### src/rtl/spi_fe_pkg.sv
package spi_fe_pkg;
  localparam int OFS_W = 3;
  localparam logic [OFS_W-1:0] A_CTRL = 3'd0;
  localparam logic [OFS_W-1:0] A_STAT = 3'd1;
  localparam logic [OFS_W-1:0] A_IEN  = 3'd2;
  localparam logic [OFS_W-1:0] A_IST  = 3'd3;
  localparam logic [OFS_W-1:0] A_DATA = 3'd4;

  localparam int THR_W    = 4;
  localparam int B_TXTH   = 8;
  localparam int B_RXTH   = 0;
  localparam int B_TXFL   = 12;
  localparam int B_RXFL   = 4;
  localparam int B_RNE    = 0;
  localparam int B_IRDY   = 9;
  localparam int B_ICMP   = 3;
  localparam int B_IOVR   = 0;
endpackage

### src/rtl/spi_word_fifo.sv
module spi_word_fifo #(
  parameter int W     = 32,
  parameter int DEPTH = 8,
  localparam int PW   = (DEPTH > 1) ? $clog2(DEPTH) : 1,
  localparam int LW   = $clog2(DEPTH + 1)
) (
  input  logic          clk,
  input  logic          rst,
  input  logic          flush,
  input  logic          push,
  input  logic [W-1:0]  pdata,
  input  logic          pop,
  output logic [W-1:0]  head,
  output logic [LW-1:0] level,
  output logic          empty,
  output logic          full
);
  logic [W-1:0]  mem [DEPTH];
  logic [PW-1:0] wr_ptr, rd_ptr;
  logic          push_ok, pop_ok;

  assign empty   = (level == '0);
  assign full    = (level == LW'(DEPTH));
  assign push_ok = push && !full && !flush;
  assign pop_ok  = pop && !empty && !flush;
  assign head    = mem[rd_ptr];

  function automatic logic [PW-1:0] nxt(input logic [PW-1:0] p);
    return (p == PW'(DEPTH - 1)) ? '0 : p + 1'b1;
  endfunction

  // storage without reset so it maps onto RAM
  always_ff @(posedge clk) begin
    if (push_ok) mem[wr_ptr] <= pdata;
  end

  always_ff @(posedge clk) begin
    if (rst || flush) begin
      wr_ptr <= '0;
      rd_ptr <= '0;
      level  <= '0;
    end else begin
      if (push_ok) wr_ptr <= nxt(wr_ptr);
      if (pop_ok)  rd_ptr <= nxt(rd_ptr);
      if (push_ok && !pop_ok)      level <= level + 1'b1;
      else if (pop_ok && !push_ok) level <= level - 1'b1;
    end
  end
endmodule

### src/rtl/spi_fe_flags.sv
module spi_fe_flags (
  input  logic       clk,
  input  logic       rst,
  input  logic       rdy_now,
  input  logic       ovr_evt,
  input  logic       clr_cmpl,
  input  logic       clr_ovr,
  input  logic [1:0] ien,
  output logic       rdy_q,
  output logic       cmpl,
  output logic       ovr,
  output logic       irq
);
  // ien[1] enables receive complete, ien[0] enables overrun
  always_ff @(posedge clk) begin
    if (rst) begin
      rdy_q <= 1'b0;
      cmpl  <= 1'b0;
      ovr   <= 1'b0;
      irq   <= 1'b0;
    end else begin
      rdy_q <= rdy_now;
      cmpl  <= (rdy_now && !rdy_q) || (cmpl && !clr_cmpl);
      ovr   <= ovr_evt || (ovr && !clr_ovr);
      irq   <= (cmpl && ien[1]) || (ovr && ien[0]);
    end
  end
endmodule

### src/rtl/spi_fifo_front.sv
module spi_fifo_front
  import spi_fe_pkg::*;
#(
  parameter int DW    = 32,
  parameter int DEPTH = 8,
  localparam int LW   = $clog2(DEPTH + 1)
) (
  input  logic             clk,
  input  logic             rst,
  input  logic             host_wr,
  input  logic             host_rd,
  input  logic [OFS_W-1:0] host_addr,
  input  logic [31:0]      host_wdata,
  output logic [31:0]      host_rdata,
  output logic             tx_avail,
  output logic [DW-1:0]    tx_word,
  input  logic             tx_take,
  input  logic [DW-1:0]    rx_word,
  input  logic             rx_put,
  output logic             irq
);
  logic [THR_W-1:0] tx_thr, rx_thr;
  logic [1:0]       ie_q;
  logic [LW-1:0]    tx_level, rx_level;
  logic             tx_empty, tx_full, rx_empty, rx_full;
  logic [DW-1:0]    rx_head;
  logic             rdy_now, rdy_q, cmpl_flag, ovr_flag;

  wire wr_ctrl = host_wr && (host_addr == A_CTRL);
  wire wr_ien  = host_wr && (host_addr == A_IEN);
  wire wr_ist  = host_wr && (host_addr == A_IST);
  wire wr_data = host_wr && (host_addr == A_DATA);
  wire rd_data = host_rd && (host_addr == A_DATA);

  spi_word_fifo #(.W(DW), .DEPTH(DEPTH)) u_txq (
    .clk(clk), .rst(rst),
    .flush(wr_ctrl && host_wdata[B_TXFL]),
    .push(wr_data), .pdata(host_wdata[DW-1:0]),
    .pop(tx_take), .head(tx_word),
    .level(tx_level), .empty(tx_empty), .full(tx_full)
  );

  spi_word_fifo #(.W(DW), .DEPTH(DEPTH)) u_rxq (
    .clk(clk), .rst(rst),
    .flush(wr_ctrl && host_wdata[B_RXFL]),
    .push(rx_put), .pdata(rx_word),
    .pop(rd_data), .head(rx_head),
    .level(rx_level), .empty(rx_empty), .full(rx_full)
  );

  assign tx_avail = !tx_empty;
  assign rdy_now  = (rx_thr != '0) && (int'(rx_level) >= int'(rx_thr));

  spi_fe_flags u_flags (
    .clk(clk), .rst(rst),
    .rdy_now(rdy_now),
    .ovr_evt(rx_put && rx_full),
    .clr_cmpl(wr_ist && host_wdata[B_ICMP]),
    .clr_ovr(wr_ist && host_wdata[B_IOVR]),
    .ien(ie_q),
    .rdy_q(rdy_q), .cmpl(cmpl_flag), .ovr(ovr_flag), .irq(irq)
  );

  always_ff @(posedge clk) begin
    if (rst) begin
      tx_thr <= '0;
      rx_thr <= '0;
      ie_q   <= '0;
    end else begin
      if (wr_ctrl) begin
        tx_thr <= host_wdata[B_TXTH +: THR_W];
        rx_thr <= host_wdata[B_RXTH +: THR_W];
      end
      if (wr_ien) ie_q <= {host_wdata[B_ICMP], host_wdata[B_IOVR]};
    end
  end

  logic [31:0] rd_mux;
  always_comb begin
    rd_mux = '0;
    unique case (host_addr)
      A_CTRL: begin
        rd_mux[B_TXTH +: THR_W] = tx_thr;
        rd_mux[B_RXTH +: THR_W] = rx_thr;
      end
      A_STAT: rd_mux[B_RNE] = !rx_empty;
      A_IEN: begin
        rd_mux[B_ICMP] = ie_q[1];
        rd_mux[B_IOVR] = ie_q[0];
      end
      A_IST: begin
        rd_mux[B_IRDY] = rdy_q;
        rd_mux[B_ICMP] = cmpl_flag;
        rd_mux[B_IOVR] = ovr_flag;
      end
      A_DATA: if (!rx_empty) rd_mux[DW-1:0] = rx_head;
      default: rd_mux = '0;
    endcase
  end

  always_ff @(posedge clk) begin
    if (rst)          host_rdata <= '0;
    else if (host_rd) host_rdata <= rd_mux;
  end
endmodule

### config.mk
export PLATFORM = sky130hd
export DESIGN_NAME = spi_fifo_front
export DESIGN_NICKNAME = d
export VERILOG_FILES = /design/src/rtl/spi_fe_pkg.sv /design/src/rtl/spi_word_fifo.sv /design/src/rtl/spi_fe_flags.sv /design/src/rtl/spi_fifo_front.sv
export SDC_FILE = /design/constraint.sdc
export NUM_CORES = 1
export LEC_CHECK = 0
export ABC_AREA = 1
export BUFFER_PORTS_ARGS = -buffer_cell sky130_fd_sc_hd__buf_2
export CAP_MARGIN = 20
export CORE_UTILIZATION = 51
export DETAILED_ROUTE_END_ITERATION = 10
export HOLD_SLACK_MARGIN = 0.03
export PLACE_DENSITY = 0.68
export SETUP_SLACK_MARGIN = 0.05
export SYNTH_ARGS = -nofsm -noshare
export SYNTH_HDL_FRONTEND = slang
export SYNTH_HIERARCHICAL = 1
export SYNTH_SLANG_ARGS = --single-unit
### constraint.sdc
create_clock -name clk -period 5 [get_ports clk]
set_input_delay 0.75 -clock clk [delete_from_list [all_inputs] [get_ports clk]]
set_output_delay 0.75 -clock clk [all_outputs]
set_load 0.005 [all_outputs]
==> results.json, run 1 <==
{
  "fin_cells": 2977,
  "syn2layout_area_growth_pct": 13.46,
  "grt_use_met1_pct": 27.93,
  "grt_antenna_before_repair": 8,
  "io_pins": 139,
  "sequentialPowerShare_pct": 44.6,
  "place_ws_ns": 1.287,
  "fin_hold_ws_ns": 0.3997,
  "fin_ws_ns": 1.367,
  "fp-row-count": 79,
  "grt_pass1_vias": 15502,
  "cts.path.max_buffers": 3,
  "syn_area_um2": 23950,
  "placed_cells": 2860,
  "synthCells": 2188,
  "min_period_over_period_pct": 72.67,
  "rsz0062_at_grt": "false",
  "skew_ns": 0.01508,
  "period_minus_slack_ns": 3.633,
  "cts_resized": 0,
  "hold_path.class": "in2reg",
  "top_usage_layer": "met2",
  "ir_drop_uv": 329.9,
  "finalSetupTns_ns": 0,
  "grtUsageMet2_pct": 39.92,
  "drc": 0,
  "multiInputGateArea_um2": 6218,
  "end_kind": "primary output",
  "cts_hold_buf": 0,
  "tightest_slew_ns": 1.090,
  "vias_per_cell": 5.290,
  "power_density_nw_per_um2": 460.5,
  "die-width_um": 218.7,
  "avgRoutedWirePerCell_um": 18.17,
  "nets": 2407,
  "core_um2": 46460,
  "gp_congestion": 0.8204,
  "intPower_mw": 9.067,
  "arrival_ns": 2.88,
  "drt-initial-drc-count": 1263,
  "grt-ovfl-total": 0,
  "p_leak_nw": 10.36,
  "cts_max_level": 2,
  "initial_core_util_pct": 51.54,
  "crit_type": "reg2out",
  "setup_viol": 0,
  "regArea_um2": 16830,
  "first_pass_iters": 5,
  "cts.root.buffer_cell": "clkbuf_16",
  "port_buffers": 138,
  "grt_pass1_wl_mm": 83.65,
  "hpwl_mm": 29.60,
  "relSlewSlack_pct": 27.34,
  "avgSynthCellArea_um2": 10.94,
  "insertion_delay_ns": 0.62,
  "dieArea_um2": 47820,
  "netSwitchingPower_mw": 3.444,
  "yosys_warnings": 6,
  "cp_max_fo": 98,
  "worstPathRequired_ns": 4.25,
  "drive_gt1_share_pct": 13.58,
  "p_sw_share_pct": 27.53,
  "grt.met3_usage_pct": 3.994,
  "max-cap-violations": 0,
  "clock_sinks": 584,
  "fp.dieH_um": 218.7,
  "cts_setup_buffers": 0,
  "grt_max_degree": 101,
  "finalHoldViolCount": 0,
  "max_clock_freq_mhz": 275.2,
  "comb_power_share_pct": 18.1,
  "path_clk_slew_ns": 0.06,
  "slew_viol_final": 0,
  "fillers": 3760,
  "cts_buffers": 59,
  "wirelength_mm": 54.10,
  "antenna_left": 0,
  "grtUsageTotal_pct": 22.73,
  "clkPwrFrac_pct": 37.3,
  "syn_nets": 2281,
  "run_status": "completed",
  "vias": 15749,
  "cp-start-kind": "register",
  "cts_tree": "done"
}
-- worst paths after layout --
kind / to / startpoint / slack [ns] / depth (start not counted)
worst max-delay path: tx_word[9] / register / 1.37 / 8
worst min-delay path: u_rxq/mem[2][8] / rx_word[8] / 0.40 / 1
worst max register to register: host_rdata[10] / register / 2.39 / 10
worst min register to register: host_rdata[3] / host_rdata[3] / 0.46 / 2
-- state kept, by name, summed over array words and instances, names as in the netlist, named ones only --
name and cells:
u_txq/level 4, rx_thr 4, u_flags/rdy_q 1, u_txq/mem 256
u_flags/irq 1, u_txq/rd_ptr 3, u_rxq/wr_ptr 3, tx_thr 4
u_rxq/mem 256, u_flags/cmpl 1, ie_q 2, u_rxq/level 4
u_txq/wr_ptr 3, u_flags/ovr 1, u_rxq/rd_ptr 3, host_rdata 32
-- placed cells by master, fill, tap and decap left out, types with 2 or more instances in the layout --
| cell type | count |
|---|---|
| nor2_1 | 569 |
| edfxtp_1 | 512 |
| nand2_1 | 431 |
| o21ai_0 | 239 |
| buf_2 | 138 |
| inv_1 | 71 |
| dfxtp_1 | 68 |
| clkbuf_16 | 61 |
| o21ai_1 | 41 |
| a21oi_1 | 36 |
| buf_4 | 34 |
| nand3_1 | 23 |
| ha_1 | 18 |
| nor3_2 | 16 |
| clkinv_2 | 13 |
| bufinv_16 | 12 |
| nand2_2 | 11 |
| a21oi_2 | 10 |
| clkbuf_1 | 10 |
| clkinv_1 | 9 |
| diode_2 | 6 |
| inv_2 | 5 |
| nand4_1 | 4 |
| clkinvlp_4 | 4 |
| or2_2 | 4 |
| nand3b_1 | 3 |
| dfxtp_4 | 3 |
| nor2_4 | 2 |
| nor3b_1 | 2 |
| xor2_1 | 2 |
| fa_1 | 2 |
| buf_12 | 2 |
-- power groups by stage --
stage,clock [mW],sequential [mW],combinational [mW]
finish,4.67,5.58,2.26
global placement,0,5.68,2.20
floorplan,0,5.64,1.60
CTS,4.75,5.58,2.28
global route,4.93,5.60,2.57
detailed placement,0,5.68,2.26
-- routing by layer --
metal | part of all wire [%] | vias up
li1 | - | 7642
met1 | 41 | 7529
met2 | 50 | 476
met3 | 6.5 | 98
met4 | 2.3 | 4
met5 | 0.050 | -
-- per-stage QoR --
stage               utilization [%]  power, mW  cell area, µm²
floorplan                         -      7.242           23950
global placement              53.98      7.878           25080
detailed placement            53.98      7.945           25080
CTS                           58.45      12.61           27150
global route                  58.46      13.10           27160
finish                        58.48      12.51           27170
-- critical path: stages (launching register included) --
cell,delay (ns)
dfxtp_4,0.56
buf_4,0.87
nor2_1,0.13
nor2_1,0.12
o21ai_0,0.09
nand2_1,0.10
nand2_1,0.05
nand2_1,0.16
buf_2,0.14
-- layout make-up --
type	instances	area share, %
sequential	584	61.94
inverter	76	1.050
antenna	6	0.05526
clock buffer	72	5.807
timing repair buffer	174	3.629
clock inverter	39	1.833
multi-input combinational	1419	22.89
tap	607	2.795
(Power assumes the default switching activity.)
==> run 2: changes to the inputs <==
- PLACE_DENSITY: 0.68 -> 0.7
- clock period: 5 -> 3 ns (I/O delays scaled with it)
==> results.json, run 2 (synthesis gave the netlist of run 1 again) <==
{
  "r2r-start": "u_txq/level[0]",
  "regArea_um2": 16830,
  "placed_area_um2": 25360,
  "skew_ns": 0.01753,
  "grtUsageTotal_pct": 23.03,
  "gp_congestion": 0.8428,
  "fp-row-count": 79,
  "cts.path.max_buffers": 3,
  "initial_core_util_pct": 51.54,
  "run_status": "completed",
  "first_pass_iters": 6,
  "hold_path.class": "in2reg",
  "path_clk_slew_ns": 0.06,
  "hpwl_mm": 31.92,
  "multiInputGateArea_um2": 6319,
  "setup_viol": 0,
  "grt-ovfl-total": 0,
  "cts_hold_buf": 0,
  "drc": 0,
  "core_um2": 46460,
  "grt_pass1_vias": 15604,
  "cp.depth": 7,
  "layout_commonest_cell": "nor2_1",
  "placed_cells": 2878,
  "ir_drop_uv": 503.3,
  "finalHoldViolCount": 0,
  "fin_hold_ws_ns": 0.1250,
  "cts_tree": "done",
  "max-cap-violations": 0,
  "cpMaxStageDelayCell": "dfxtp_4",
  "fin_ws_ns": 0.2928,
  "fin_cells": 2987,
  "vias_per_cell": 5.294,
  "worstSetupEndpoint": "tx_word[4]",
  "grt_antenna_before_repair": 10,
  "path_common_cell": "nand2_1",
  "clock_sinks": 584,
  "wirelength_mm": 54.29,
  "arrival_ns": 2.26,
  "syn2layout_area_growth_pct": 13.65,
  "slew_viol_final": 0,
  "cp_num_buf_inv": 3,
  "grt_max_degree": 129,
  "fin_area_um2": 27210,
  "largestRegisters": "u_rxq/mem (256), u_txq/mem (256), host_rdata (32)",
  "cp_max_fo": 78,
  "period_minus_slack_ns": 2.707,
  "r2r_setup_slack_ns": 0.83,
  "avgRoutedWirePerCell_um": 18.18,
  "crit_chain": "inv_2 -> buf_12 -> o21ai_0 -> nand2_1 -> nand2_1 -> nand2_1 -> buf_2",
  "cts_buffers": 56,
  "drive_gt1_share_pct": 13.94,
  "cp_top_family": "buffers and inverters",
  "vias": 15813,
  "reg2reg_depth": 12,
  "power_mw": 20.22,
  "power_density_nw_per_um2": 743.2,
  "place_ws_ns": 0.1471,
  "insertion_delay_ns": 0.60,
  "die-width_um": 218.7,
  "cp-start-kind": "register",
  "fillers": 3754,
  "crit_type": "reg2out",
  "antenna_left": 0,
  "grt_pass1_wl_mm": 84.67,
  "reg2reg_to": "u_txq/level[3]",
  "cts.root.buffer_cell": "clkbuf_16",
  "dieArea_um2": 47820,
  "nets": 2422,
  "finalSetupTns_ns": 0,
  "tightest_slew_ns": 0.8525,
  "mostFrequentLayoutCells": "nor2_1, edfxtp_1, nand2_1",
  "port_buffers": 138,
  "worst_path_largest_cell_delay_ns": 0.35,
  "io_pins": 139,
  "worstPathRequired_ns": 2.55,
  "relSlewSlack_pct": 43.17,
  "max_clock_freq_mhz": 369.4,
  "drt-initial-drc-count": 1259,
  "cts_max_level": 2,
  "min_period_over_period_pct": 90.24,
  "fin_util_pct": 58.58,
  "whs_path_depth": 1,
  "rsz0062_at_grt": "false",
  "cts_setup_buffers": 0,
  "fp.dieH_um": 218.7,
  "p_leak_nw": 10.42,
  "end_kind": "primary output",
  "cts_resized": 0
}
run 2: changes by cell type in the layout (fill, tap and decap cells not counted), sizes merged:
cell,before,now
buf,174,192
bufinv,12,5
clkbuf,72,76
clkinv,22,16
clkinvlp,4,5
diode,6,5
inv,77,78
run 2: worst min path at each step:
| stage | start | to | slack [ns] |
|---|---|---|---|
| 2_1_floorplan | tx_thr[0] | tx_thr[0] | 0.42 |
| 3_3_place_gp | ie_q[1] | u_flags/irq | 0.45 |
| 3_5_place_dp | tx_thr[1] | tx_thr[1] | 0.46 |
| 4_1_cts | rx_word[8] | u_rxq/mem[0][8] | 0.1 |
| 5_1_grt | rx_word[13] | u_rxq/mem[4][13] | 0.12 |
| 6_report | rx_word[8] | u_rxq/mem[0][8] | 0.13 |
run 2: final cells by class:
cell class                      instances  share of cell area (%)
Tap cell                              607                   2.791
Antenna cell                            5                 0.04598
Clock inverter                         28                   1.034
Timing Repair Buffer                  192                   4.303
Clock buffer                           76                   5.729
Inverter                               76                   1.048
Multi-Input combinational cell       1419                   23.22
Sequential cell                       584                   61.83
run 2: where the power goes:
group / total (mW) / switching, mW / internal, mW / leakage (nW)
combinational: 3.97 / 2.66 / 1.31 / 4.31
clock: 7.00 / 2.93 / 4.07 / 0.889
sequential: 9.26 / 0.138 / 9.12 / 5.21
total: 20.2 / 5.72 / 14.5 / 10.4
run 2: worst reg2reg max path: stages, from the launching register on:
cell      delay, ns
dfxtp_1        0.36
nor2_1         0.17
nand3_1        0.15
nand3b_1       0.17
ha_1           0.20
inv_1          0.10
ha_1           0.32
or2_2          0.32
nand2_1        0.09
nand2_1        0.06
nand3_1        0.07
nand2_1        0.05
inv_1          0.05
run 2: routing by layer:
| layer | vias to the layer above | routed length [µm] | global-route usage [%] |
|---|---|---|---|
| met1 | 7595 | 22350 | 28.58 |
| met2 | 456 | 27480 | 40.22 |
| li1 | 7665 | - | - |
| met5 | - | 69 | 1.042 |
| met3 | 85 | 3314 | 4.454 |
| met4 | 12 | 1077 | 7.500 |
==> run 3: changes to the inputs <==
- SYNTH_HIERARCHICAL: 1 -> default
==> results.json, run 3 <==
{
  "synth_top_cell_area_share_pct": 67.62,
  "comb_power_share_pct": 16.1,
  "slew_viol_final": 0,
  "drc": 0,
  "ir_drop_uv": 525.0,
  "syn_area_um2": 22740,
  "grt_pass1_vias": 14338,
  "syn2layout_area_growth_pct": 14.49,
  "grt_max_degree": 106,
  "max-cap-violations": 0,
  "drive_gt1_share_pct": 14.59,
  "vias_per_cell": 5.675,
  "netlist_top_cells_area": "edfxtp_1, nor2_1, dfxtp_1",
  "io_pins": 139,
  "clock_sinks": 584,
  "cts.root.buffer_cell": "clkbuf_16",
  "arrival_ns": 2.34,
  "clkPwrFrac_pct": 35.1,
  "cts_buffers": 55,
  "period_minus_slack_ns": 2.792,
  "finalHoldViolCount": 0,
  "ys_seq_area_share_pct": 73.96,
  "cp_max_fo": 70,
  "async_reset_ff_share_pct": 0,
  "relSlewSlack_pct": 53.42,
  "port_buffers": 138,
  "reg2reg_depth": 12,
  "drt-initial-drc-count": 1149,
  "synth.distinct_cells": 43,
  "first_pass_iters": 6,
  "fin_ws_ns": 0.2076,
  "power_density_nw_per_um2": 728.4,
  "syn_nets": 1873,
  "synthFlopType": "edfxtp_1",
  "initial_core_util_pct": 52.21,
  "avgSynthCellArea_um2": 12.77,
  "wirelength_mm": 50.28,
  "synth_edf_count": 512,
  "gp_congestion": 0.8490,
  "yosys.area.top_type": "edfxtp_1",
  "sequentialPowerShare_pct": 48.8,
  "setup_viol": 0,
  "synth_common_cells": "edfxtp_1, nor2_1, o21ai_0, nand2_1, dfxtp_1",
  "hold_path.class": "in2reg",
  "layout_commonest_cell": "edfxtp_1",
  "place_ws_ns": 0.3899,
  "core_um2": 43550,
  "grt-ovfl-total": 0,
  "grt_pass1_wl_mm": 77.95,
  "min_period_over_period_pct": 93.08,
  "yosys_warnings": 0,
  "max_clock_freq_mhz": 358.1,
  "netSwitchingPower_mw": 4.950,
  "crit_chain": "buf_16 -> o21ai_0 -> o22ai_1 -> nor2_1 -> a31oi_1 -> buf_2",
  "yosysMostFrequentCell": "edfxtp_1",
  "nets": 2003,
  "cp-start-kind": "register",
  "largestRegisters": "u_rxq.mem (256), u_txq.mem (256), host_rdata (32)",
  "die-width_um": 213.1,
  "p_leak_nw": 8.940,
  "crit_type": "reg2out",
  "dieArea_um2": 45430,
  "end_kind": "primary output",
  "hpwl_mm": 28.42,
  "cpMaxStageDelayCell": "dfxtp_4",
  "p_sw_share_pct": 26.11,
  "synthCells": 1780,
  "whs_path_depth": 1,
  "avgRoutedWirePerCell_um": 19.84,
  "synth.ff_latch_count": 584,
  "worst_path_largest_cell_delay_ns": 0.48,
  "grtUsageTotal_pct": 22.46,
  "worstPathRequired_ns": 2.55,
  "path_clk_slew_ns": 0.06,
  "cts_max_level": 2,
  "grt_antenna_before_repair": 6,
  "fp-row-count": 76,
  "intPower_mw": 14.01,
  "fin_hold_ws_ns": 0.1210,
  "cts_tree": "done",
  "vias": 14387,
  "run_status": "completed",
  "skew_ns": 0.01582,
  "mostFrequentLayoutCells": "edfxtp_1, nor2_1, o21ai_0",
  "fp.dieH_um": 213.1,
  "rsz0062_at_grt": "false",
  "power_mw": 18.96,
  "insertion_delay_ns": 0.61,
  "fillers": 3362,
  "tightest_slew_ns": 0.6976,
  "antenna_left": 0,
  "cts.path.max_buffers": 3
}
run 3: layer usage:
metal	track usage, %	wire [µm]	up-vias
met4	8.473	1357	8
met2	39.29	25210	436
met1	28.00	20740	7064
li1	-	-	6789
met3	3.677	2918	90
met5	0	56	-
run 3: timing repair:
action                                  CTS  global route
endpoints found under the setup margin    0             9
gates resized for setup                   0             4
endpoints found under the hold margin     0             0
hold buffers                              0             0
setup buffers                             0             1
run 3: cell families (layout without fill, tap and decap cells):
logic type	count (synthesis)	count (layout)	synth area share, %
simple gates	519	519	8.981
buf+inv	159	326	3.362
other cells	0	3	0
compound gates	497	497	12.49
flops	584	584	73.96
xor+xnor	1	1	0.03853
fa+ha+maj	20	20	1.167
run 3: cell type report:
class | count | area [µm²] | share of cell area [%]
Clock inverter | 27 | 242.7 | 0.9324
Antenna cell | 3 | 7.507 | 0.02884
Tap cell | 585 | 732.0 | 2.812
Inverter | 56 | 215.2 | 0.8267
Multi-Input combinational cell | 1037 | 5279 | 20.28
Sequential cell | 584 | 16830 | 64.63
Timing Repair Buffer | 176 | 1249 | 4.797
Clock buffer | 67 | 1481 | 5.691
run 3: power by group through the flow:
stage / Combinational [mW] / Sequential [mW] / Clock, mW
floorplan: 1.90 / 9.37 / 0
global placement: 2.93 / 9.43 / 0
detailed placement: 3.01 / 9.44 / 0
CTS: 3.02 / 9.27 / 6.75
global route: 3.42 / 9.28 / 7.06
finish: 3.05 / 9.26 / 6.65
run 3: path summary, 6_finish.rpt:
check,startpoint,to,slack (ns)
setup / recovery,register,tx_word[2],0.21
hold / removal,rx_word[0],u_rxq.mem[3][0],0.12
setup reg to reg,u_rxq.level[0],u_rxq.level[3],0.59
hold reg to reg,u_flags.rdy_q,u_flags.cmpl,0.46
run 3: critical path: cells and delay by family (launching register included):
kind / cells / cell delay (ns)
AOI/OAI and AO/OA: 3 / 0.66
DFF: 1 / 0.48
and+or+nand+nor: 1 / 0.07
buffers and inverters: 2 / 0.49
run 3: per-stage QoR:
stage	area (µm²)	util (%)	TNS, ns	std cells
after floorplan	22760	-	-52.63	1780
after global placement	24270	55.73	0	2437
after detailed placement	24270	55.73	0	2437
after CTS	25990	59.69	0	2531
after global routing	26030	59.76	0	2533
final	26030	59.77	0	2535
